File: src/rtl/dpq_pkg.sv
package dpq_pkg;
   typedef enum logic [1:0] {ST_IDLE, ST_SETUP, ST_SHIFT, ST_HOLD} dpq_state_e;

   typedef struct packed {
      logic [1:0] sel;
      logic       stripe;
      logic       rd;
   } dpq_cfg_t;
endpackage

File: src/rtl/dpq_lane.sv
module dpq_lane #(
   parameter int IO_W = 4,
   localparam int BYTE_W = 2 * IO_W
) (
   input  logic              clk,
   input  logic              rst_n,
   input  logic              load,
   input  logic [BYTE_W-1:0] load_byte,
   input  logic              low_half,
   input  logic              cap_high,
   input  logic [IO_W-1:0]   io_i,
   output logic [IO_W-1:0]   io_o,
   output logic [BYTE_W-1:0] rx_byte
);
   logic [BYTE_W-1:0] tx_q;
   logic [IO_W-1:0]   hi_nib_q;

   always_ff @(posedge clk or negedge rst_n) begin
      if (!rst_n) begin
         tx_q     <= '0;
         hi_nib_q <= '0;
      end else begin
         if (load)     tx_q     <= load_byte;
         if (cap_high) hi_nib_q <= io_i;
      end
   end

   assign io_o    = low_half ? tx_q[IO_W-1:0] : tx_q[BYTE_W-1:IO_W];
   assign rx_byte = {hi_nib_q, io_i};
endmodule

File: src/rtl/dpq_sched.sv
module dpq_sched
   import dpq_pkg::*;
#(
   parameter int ILEN_W = 3,
   parameter int DLEN_W = 8
) (
   input  logic              clk,
   input  logic              rst_n,
   input  logic              start,
   input  dpq_cfg_t          cfg_in,
   input  logic [ILEN_W-1:0] ilen_in,
   input  logic [DLEN_W-1:0] dlen_in,
   output dpq_state_e        state,
   output logic [1:0]        cnt,
   output dpq_cfg_t          cfg,
   output logic              slot_rx,
   output logic              slot_hi,
   output logic              slot_split,
   output logic              slot_end,
   output logic              load,
   output logic              nxt_split,
   output logic              take_stage,
   output logic              take_direct
);
   logic [ILEN_W-1:0] rem_i;
   logic [DLEN_W-1:0] rem_d;
   logic active, striped, nxt_ins, nxt_dat, nxt_pair, boundary;

   always_comb begin
      active      = (state == ST_SETUP) || (state == ST_SHIFT);
      striped     = cfg.stripe && (cfg.sel == 2'b11);
      nxt_ins     = (rem_i != '0);
      nxt_dat     = !nxt_ins && (rem_d != '0);
      nxt_pair    = nxt_dat && striped && (rem_d > DLEN_W'(1));
      nxt_split   = nxt_dat && striped;
      boundary    = active && (cnt == 2'd3);
      load        = boundary && (nxt_ins || nxt_dat);
      take_stage  = active && (cnt == 2'd2) && nxt_split && !cfg.rd;
      take_direct = boundary && (nxt_ins || (nxt_dat && !cfg.rd && (!striped || nxt_pair)));
      slot_end    = (state == ST_SHIFT) && (cnt == 2'd3);
   end

   always_ff @(posedge clk or negedge rst_n) begin
      if (!rst_n) begin
         state      <= ST_IDLE;
         cnt        <= '0;
         cfg        <= '0;
         rem_i      <= '0;
         rem_d      <= '0;
         slot_rx    <= 1'b0;
         slot_hi    <= 1'b0;
         slot_split <= 1'b0;
      end else if (state == ST_IDLE) begin
         if (start) begin
            state <= ST_SETUP;
            cnt   <= '0;
            cfg   <= cfg_in;
            rem_i <= ilen_in;
            rem_d <= dlen_in;
         end
      end else begin
         cnt <= cnt + 2'd1;
         if (boundary) begin
            if (load) begin
               state      <= ST_SHIFT;
               slot_rx    <= nxt_dat && cfg.rd;
               slot_hi    <= nxt_ins || (nxt_dat && (!striped || nxt_pair));
               slot_split <= nxt_split;
               if (nxt_ins) rem_i <= rem_i - ILEN_W'(1);
               else         rem_d <= rem_d - (nxt_pair ? DLEN_W'(2) : DLEN_W'(1));
            end else begin
               state   <= ST_HOLD;
               slot_rx <= 1'b0;
            end
         end
         if ((state == ST_HOLD) && (cnt == 2'd3)) state <= ST_IDLE;
      end
   end
endmodule

File: src/rtl/dpq_striper.sv
module dpq_striper
   import dpq_pkg::*;
#(
   parameter int IO_W   = 4,
   parameter int ILEN_W = 3,
   parameter int DLEN_W = 8,
   localparam int BYTE_W = 2 * IO_W
) (
   input  logic              clk,
   input  logic              rst_n,
   input  logic              start,
   input  logic [1:0]        sel_in,
   input  logic              stripe_in,
   input  logic              read_in,
   input  logic [ILEN_W-1:0] ilen_in,
   input  logic [DLEN_W-1:0] dlen_in,
   input  logic [BYTE_W-1:0] tx_data,
   output logic              tx_take,
   output logic [BYTE_W-1:0] rx_data,
   output logic              rx_valid,
   output logic              busy,
   output logic              cs_n,
   output logic              sck,
   output logic [IO_W-1:0]   io_lo_o,
   output logic              io_lo_oe,
   input  logic [IO_W-1:0]   io_lo_i,
   output logic [IO_W-1:0]   io_hi_o,
   output logic              io_hi_oe,
   input  logic [IO_W-1:0]   io_hi_i
);
   if (IO_W < 1)   begin : g_bad_io   $error("IO_W must be at least 1");   end
   if (ILEN_W < 1) begin : g_bad_ilen $error("ILEN_W must be at least 1"); end
   if (DLEN_W < 2) begin : g_bad_dlen $error("DLEN_W must be at least 2"); end

   localparam int LANES = 2;

   dpq_state_e        state;
   logic [1:0]        cnt;
   dpq_cfg_t          cfg, cfg_in;
   logic              slot_rx, slot_hi, slot_split, slot_end;
   logic              load, nxt_split, take_stage, take_direct;
   logic [BYTE_W-1:0] stage_q, pend_q;
   logic              pend_v;
   logic              shifting;

   logic [IO_W-1:0]   lane_i    [LANES];
   logic [IO_W-1:0]   lane_o    [LANES];
   logic [BYTE_W-1:0] lane_rx   [LANES];
   logic [BYTE_W-1:0] lane_load [LANES];

   assign cfg_in = '{sel: sel_in, stripe: stripe_in, rd: read_in};

   dpq_sched #(.ILEN_W(ILEN_W), .DLEN_W(DLEN_W)) u_sched (
      .clk(clk), .rst_n(rst_n), .start(start), .cfg_in(cfg_in),
      .ilen_in(ilen_in), .dlen_in(dlen_in), .state(state), .cnt(cnt),
      .cfg(cfg), .slot_rx(slot_rx), .slot_hi(slot_hi),
      .slot_split(slot_split), .slot_end(slot_end), .load(load),
      .nxt_split(nxt_split), .take_stage(take_stage),
      .take_direct(take_direct)
   );

   assign lane_i[0]    = io_lo_i;
   assign lane_i[1]    = io_hi_i;
   assign lane_load[0] = nxt_split ? stage_q : tx_data;
   assign lane_load[1] = tx_data;

   for (genvar g = 0; g < LANES; g++) begin : g_lane
      dpq_lane #(.IO_W(IO_W)) u_lane (
         .clk(clk), .rst_n(rst_n), .load(load), .load_byte(lane_load[g]),
         .low_half(cnt[1]), .cap_high((state == ST_SHIFT) && (cnt == 2'd1)),
         .io_i(lane_i[g]), .io_o(lane_o[g]), .rx_byte(lane_rx[g])
      );
   end

   assign busy     = (state != ST_IDLE);
   assign cs_n     = !busy;
   assign sck      = (state == ST_SHIFT) && cnt[0];
   assign tx_take  = take_stage || take_direct;
   assign shifting = (state == ST_SHIFT) && !slot_rx;
   assign io_lo_oe = shifting && cfg.sel[0];
   assign io_hi_oe = shifting && cfg.sel[1] && slot_hi;
   assign io_lo_o  = lane_o[0];
   assign io_hi_o  = lane_o[1];

   always_ff @(posedge clk or negedge rst_n) begin
      if (!rst_n) begin
         stage_q  <= '0;
         pend_q   <= '0;
         pend_v   <= 1'b0;
         rx_data  <= '0;
         rx_valid <= 1'b0;
      end else begin
         if (take_stage) stage_q <= tx_data;
         if (slot_end && slot_rx) begin
            rx_valid <= 1'b1;
            rx_data  <= (!slot_split && (cfg.sel == 2'b10)) ? lane_rx[1] : lane_rx[0];
            pend_v   <= slot_split && slot_hi;
            pend_q   <= lane_rx[1];
         end else if (pend_v) begin
            rx_valid <= 1'b1;
            rx_data  <= pend_q;
            pend_v   <= 1'b0;
         end else begin
            rx_valid <= 1'b0;
         end
      end
   end
endmodule

File: config.mk
export PLATFORM = sky130hd
export DESIGN_NAME = dpq_striper
export DESIGN_NICKNAME = d
export VERILOG_FILES = /design/src/rtl/dpq_pkg.sv /design/src/rtl/dpq_lane.sv /design/src/rtl/dpq_sched.sv /design/src/rtl/dpq_striper.sv
export SDC_FILE = /design/constraint.sdc
export NUM_CORES = 1
export LEC_CHECK = 0
export BUFFER_PORTS_ARGS = -buffer_cell sky130_fd_sc_hd__buf_2
export CAP_MARGIN = 0
export CORE_ASPECT_RATIO = 0.8
export CORE_UTILIZATION = 43
export CTS_CLUSTER_SIZE = 16
export DETAILED_ROUTE_END_ITERATION = 8
export SETUP_SLACK_MARGIN = 0.15
export SYNTH_ARGS = -nofsm -noshare
export SYNTH_HDL_FRONTEND = slang
export SYNTH_SLANG_ARGS = --single-unit
File: constraint.sdc
create_clock -name clk -period 4.3 [get_ports clk]
set_input_delay 0.86 -clock clk [delete_from_list [all_inputs] [get_ports clk]]
set_output_delay 0.86 -clock clk [all_outputs]
set_load 0.01 [all_outputs]
==> results of run 1 <==
synth_stat cells, drive strengths merged, types with 2 or more instances:
cell type	count
and2	2
or4	2
o22ai	2
o32ai	2
or3	3
nor3	9
ha	10
mux2i	11
nor2	16
a211oi	9
a32oi	2
clkbuf	9
o211ai	3
nor4	2
mux2	41
nor2b	10
and3b	2
nand4	2
nand3	18
and4	2
a21oi	12
nand2	24
nand2b	2
o21ai	17
a31oi	8
buf	4
inv	9
dfrtp	72
stage by stage:
step                      setup slack (ns)  area [sq um]  total power [mW]  util, %
after floorplan                       1.47          3650             0.905        -
after global placement                1.18          4030             0.977     49.8
after detailed placement              1.04          4030             0.984     49.8
after CTS                            0.837          4280              1.66     52.9
after global routing                 0.678          4280              1.73     52.9
final                                0.884          4280              1.64     52.9
power breakdown:
part / internal (mW) / total [mW] / switching, mW
clock network: 0.393 / 0.663 / 0.271
logic: 0.0952 / 0.221 / 0.125
registers: 0.716 / 0.754 / 0.0375
total: 1.20 / 1.64 / 0.434
kinds of logic (layout without fill, tap and decap cells):
group | count (synthesis) | in the layout | share of synthesized area [%]
buffers and inverters | 23 | 84 | 2.43
AND/OR/NAND/NOR | 101 | 101 | 15.8
adder cells (fa/ha/maj) | 11 | 11 | 3.98
flip-flops | 72 | 72 | 49.4
multiplexers | 52 | 52 | 16.0
AO/OA/AOI/OAI | 66 | 66 | 12.4
flip-flops by register name (all words and copies together) (netlist names):
name / flops
stage_q: 8
u_sched.rem_d: 8
u_sched.slot_split: 1
g_lane.u_lane.tx_q: 16
u_sched.slot_rx: 1
pend_v: 1
u_sched.state: 2
g_lane.u_lane.hi_nib_q: 8
rx_valid: 1
u_sched.cnt: 2
u_sched.rem_i: 3
u_sched.cfg: 4
pend_q: 8
u_sched.slot_hi: 1
rx_data: 8
layer usage:
metal	up-vias	track usage (%)	part of all wire [%]
met5	-	0	0
met4	0	3.46	0.62
met3	5	5.67	5.1
met2	67	29.9	46
met1	1311	26.4	48
li1	1315	-	-
path summary, 6_finish.rpt:
kind	cells past startpoint	start	endpoint
max	7	u_sched.rem_i[0]	tx_take
min	1	rst_n	pend_q[3]
max reg2reg	10	u_sched.rem_i[0]	u_sched.rem_d[7]
min reg2reg	1	g_lane[0].u_lane.hi_nib_q[2]	g_lane[0].u_lane.hi_nib_q[2]
max in group asynchronous	2	rst_n	stage_q[2]
min in group clk	1	g_lane[0].u_lane.hi_nib_q[2]	g_lane[0].u_lane.hi_nib_q[2]
area by class of cell:
type,instances,area share (%)
repair buffers,58,6.90
clock inverters,7,2.92
clock buffers,9,2.89
multi-input cells,230,41.2
flip-flops and latches,72,42.1
inverters,10,0.877
well taps,108,3.16
worst max-delay path, stage by stage, from the launching register on:
cell and delay [ns]:
dfrtp_1 0.36, inv_1 0.12, ha_1 0.23, nand2b_4 0.08, or2_0 0.43, nor4_4 0.67, a31o_2 0.20, buf_2 0.13
==> flow_metrics.tcl, run 1 <==
set metrics [dict create \
    start_util_pct 45.1 \
    period_minus_slack_ns 3.42 \
    dieArea_sq_mm 0.00886 \
    postCtsHoldBufs 0 \
    die_w_um 105 \
    tritoncts "yes" \
    grt_pass1_wl_mm 13.2 \
    finClkSkew_ns 0.00990 \
    clock_path_buffers 2 \
    synthToLayoutAreaGrowth_pct 17.4 \
    gp_congestion 0.828 \
    syn_nets 370 \
    grt_pass1_vias 2639 \
    wire_per_inst_um 15.6 \
    rsz0062_at_grt "no" \
    dr.pass1.iters 4 \
    ir_worst_vdd_v 0.000229 \
    drt_wl_total_mm 7.70 \
    slew_headroom_pct 29.9 \
    ios 57 \
    status "finished, final reports clean" \
    crit_type "reg2out" \
    rows 29 \
    r2r_slack_ns 1.08 \
    crit_path_end_kind "primary output" \
    synth_top_area_share_pct 49.4 \
    clkSlewWorstSetupHoldPaths_ns 0.08 \
    post-route-period-util_pct 79.4 \
    whs_ns 0.499 \
    worst_pin_slew_ns 1.05 \
    max_freq_mhz 293 \
    detail-route-antenna-nets 0 \
    final_cell_mix "dfrtp_1, buf_2, mux2_2" \
    synthArstFlopShare_pct 100 \
    p_leak_nw 1.89 \
    synth_edf_count 0 \
    yosys.area.top_type "dfrtp_1" \
    fp.dieH_um 84.4 \
    postCtsSetupRepairBufs 0 \
    cp-start-kind "flop" \
    core_sq_mm 0.00809 \
    setup_viol 0 \
    placed_cells 478 \
    drt-initial-drc-count 95 \
    power_density_mw_per_mm2 382 \
    clock_sinks 72 \
    vias 2698 \
    synth_seq_cells 72 \
    finalMaxSlewViolations 0 \
    cts_root_buf "clkbuf_8" \
    synth.cell_area_sq_mm 0.00365 \
    numCtsBuffers 9 \
    yosys-top-cells-area "dfrtp_1, mux2_2, ha_1" \
    setup_total_negative_slack_ns 0 \
    regArea_sq_mm 0.00180 \
    grt_max_degree 47 \
    grt-ovfl-total 0 \
    crit_fanout 10 \
    synthesis.yosys.warnings 0 \
    post_cts_resized 0 \
    finalNonFillerCells 494 \
    grtUsageTotal_pct 19.0 \
    dp_hpwl_mm 5.46 \
    clock_latency_ns 0.34 \
    antenna_found_initial 0 \
    arrival_ns 2.56 \
    synth_ff_type "dfrtp_1" \
    syn-instance-count 325 \
    drv_cap 0 \
    required_ns 3.44 \
    layout.nets 426 \
    finalHoldViolCount 0 \
    insertedDiodeCount 0 \
    synth_cell_type_count 57 \
    syn_area_per_cell_sq_um 11.2 \
    ys_seq_area_share_pct 49.4 \
    fill_cells 758 \
    io_buffers 56 \
    hold_class "in2async" \
    drive_gt1_share_pct 32.6 \
    final_common_cell "dfrtp_1" \
    vias_per_cell 5.46 \
    route.detailed.drc 0 \
    h-tree-depth 3 \
    multi_input_area_sq_mm 0.00176 \
]
(Power assumes the default switching activity.)
==> inputs of run 2 (changes only) <==
Settings changed: ABC_AREA set to 1, PLACE_DENSITY set to 0.66.
Clock period 4.3 ns to 2.8 ns, I/O delays scaled along.
==> flow_metrics.tcl, run 2 <==
set metrics [dict create \
    gp_congestion 0.807 \
    synthToLayoutAreaGrowth_pct 17.3 \
    grt_max_degree 73 \
    grt-ovfl-total 0 \
    worst_pin_slew_ns 0.558 \
    numCtsBuffers 9 \
    clock_path_buffers 2 \
    cp-start-kind "flop" \
    wire_per_inst_um 12.8 \
    ys_seq_area_share_pct 48.8 \
    final_core_util_pct 53.3 \
    place_area_sq_mm 0.00405 \
    arrival_ns 1.93 \
    rows 29 \
    antenna_found_initial 0 \
    hold_class "in2async" \
    fin_area_sq_mm 0.00433 \
    final_cell_mix "nand2_1, dfrtp_1, buf_2" \
    p_int_mw 1.60 \
    yosys.cell_count.top_type "nand2_1" \
    finClkSkew_ns 0.0130 \
    seq_power_share_pct 50.9 \
    clock_sinks 72 \
    required_ns 2.24 \
    crit_slowest_cell "dfrtp_1" \
    final_common_cell "nand2_1" \
    syn-instance-count 465 \
    syn_area_per_cell_sq_um 7.95 \
    dr.pass1.iters 5 \
    cts_root_buf "clkbuf_8" \
    cp_slowest_stage_delay_ns 0.39 \
    p_leak_nw 2.35 \
    dp_hpwl_mm 5.61 \
    slew_headroom_pct 62.8 \
    syn_nets 510 \
    fp.dieH_um 84.9 \
    power_density_mw_per_mm2 483 \
    start_util_pct 45.5 \
    drt_wl_total_mm 8.16 \
    swShare_pct 23.4 \
    p_switching_mw 0.489 \
    post-route-period-util_pct 89.0 \
    rsz0062_at_grt "no" \
    route.detailed.drc 0 \
    vias 3072 \
    synth_commonest_cells "nand2_1, dfrtp_1, inv_1" \
    vias_per_cell 4.81 \
    finalMaxSlewViolations 0 \
    crit_type "reg2out" \
    path_cells "inv_2, ha_1, inv_1, nor2_4, inv_2, nor2_4, nand2_2, buf_4, inv_8, nand2_8, o21ai_2, buf_2" \
    synth_cell_type_count 35 \
    insertedDiodeCount 0 \
    crit_path_end_kind "primary output" \
    synthArstFlopShare_pct 100 \
    h-tree-depth 3 \
    synth_edf_count 0 \
    layout.nets 571 \
    finalHoldViolCount 0 \
    detail-route-antenna-nets 0 \
    synth.cell_area_sq_mm 0.00369 \
    synth_seq_cells 72 \
    finalPower_mw 2.09 \
    drv_cap 0 \
    grtUsageTotal_pct 19.5 \
    whs_ns 0.226 \
    drive_gt1_share_pct 20.9 \
    yosys.area.top_type "dfrtp_1" \
    p_clk_share_pct 44.6 \
    synth_top_area_share_pct 48.8 \
    yosys-top-cells-area "dfrtp_1, nand2_1, inv_1" \
    setup_viol 0 \
    clkSlewWorstSetupHoldPaths_ns 0.09 \
    postCtsHoldBufs 0 \
    setup_total_negative_slack_ns 0 \
    clock_latency_ns 0.35 \
    drt-initial-drc-count 168 \
    grt_pass1_wl_mm 13.7 \
    io_buffers 56 \
    ir_worst_vdd_v 0.000327 \
    dieArea_sq_mm 0.00897 \
    synth_ff_type "dfrtp_1" \
    power_frac_comb_pct 4.5 \
    max_freq_mhz 401 \
    core_sq_mm 0.00813 \
    status "finished, final reports clean" \
    ios 57 \
    period_minus_slack_ns 2.49 \
    crit_fanout 10 \
    grt_pass1_vias 2882 \
    tritoncts "yes" \
    top_register "g_lane.u_lane.tx_q" \
    largest_reg_flops 16 \
    synthesis.yosys.warnings 0 \
    die_w_um 106 \
]
run 2: changes by cell type after synthesis, moves of 10 or more:
cell     before  now
mux2i_1      11    0
nand2_1      24  165
o21ai_0      16   42
nor2b_1      10    0
mux2_2       38    2
inv_1         9   56
run 2: timing repair:
action,in CTS,in global routing
gates resized for setup,5,3
hold endpoints to repair,0,0
endpoints found under the setup margin,1,3
pin swaps,0,1
setup buffers,0,4
cloned,0,0
run 2: critical path, delay by kind of cell (launching register included):
family | cells | cell delay [ns]
buffers and inverters | 6 | 0.62
flip-flops | 1 | 0.39
AO/OA/AOI/OAI | 1 | 0.06
adder cells (fa/ha/maj) | 1 | 0.15
AND/OR/NAND/NOR | 4 | 0.34
run 2: power by group through the flow:
stage	Combinational (mW)	Clock, mW	Sequential (mW)
finish	0.0947	0.934	1.07
global route	0.110	0.996	1.07
CTS	0.0976	0.962	1.07
detailed placement	0.0972	0	1.09
global placement	0.0965	0	1.09
floorplan	0.0365	0	1.08
run 2: cells by family after synthesis:
logic type               Yosys count  share of synthesized area, %
AND/OR/NAND/NOR                  234                          26.5
buffers and inverters             75                          9.04
flip-flops                        72                          48.8
AO/OA/AOI/OAI                     70                          10.9
adder cells (fa/ha/maj)           11                          3.93
multiplexers                       2                         0.610
XOR/XNOR                           1                         0.237
run 2: area by class of cell:
type | instances | area (sq um)
clock buffers | 9 | 124
clock inverters | 7 | 101
fillers | 823 | 3790
inverters | 61 | 239
multi-input cells | 318 | 1580
flip-flops and latches | 72 | 1800
well taps | 108 | 135
repair buffers | 64 | 353
run 2: worst paths after layout:
| check | from | endpoint | slack [ns] | cells past startpoint |
|---|---|---|---|---|
| worst max-delay path | u_sched.rem_i[0] | tx_take | 0.31 | 12 |
| worst min-delay path | rst_n | u_sched.rem_i[0] | 0.23 | 2 |
| min in group clk | stripe_in | u_sched.cfg[1] | 0.44 | 2 |
| worst max register to register | u_sched.rem_i[0] | u_sched.rem_d[1] | 0.31 | 15 |
| worst min register to register | g_lane[0].u_lane.tx_q[1] | g_lane[0].u_lane.tx_q[1] | 0.48 | 2 |
| max in group asynchronous | rst_n | g_lane[0].u_lane.tx_q[6] | 2.25 | 2 |
run 2: metrics by stage:
| stage | setup slack, ns | instances |
|---|---|---|
| floorplan | 0.366 | 465 |
| global placement | 0.394 | 619 |
| detailed placement | 0.283 | 619 |
| CTS | 0.165 | 635 |
| global route | 0.140 | 639 |
| finish | 0.308 | 639 |
run 2: per-layer routing:
| metal | vias to the layer above | GRT usage, % | wire (um) |
|---|---|---|---|
| met1 | 1402 | 27.9 | 4180 |
| met5 | - | 0 | 0 |
| met2 | 74 | 29.1 | 3490 |
| li1 | 1587 | - | - |
| met4 | 0 | 5.93 | 108 |
| met3 | 9 | 4.99 | 384 |
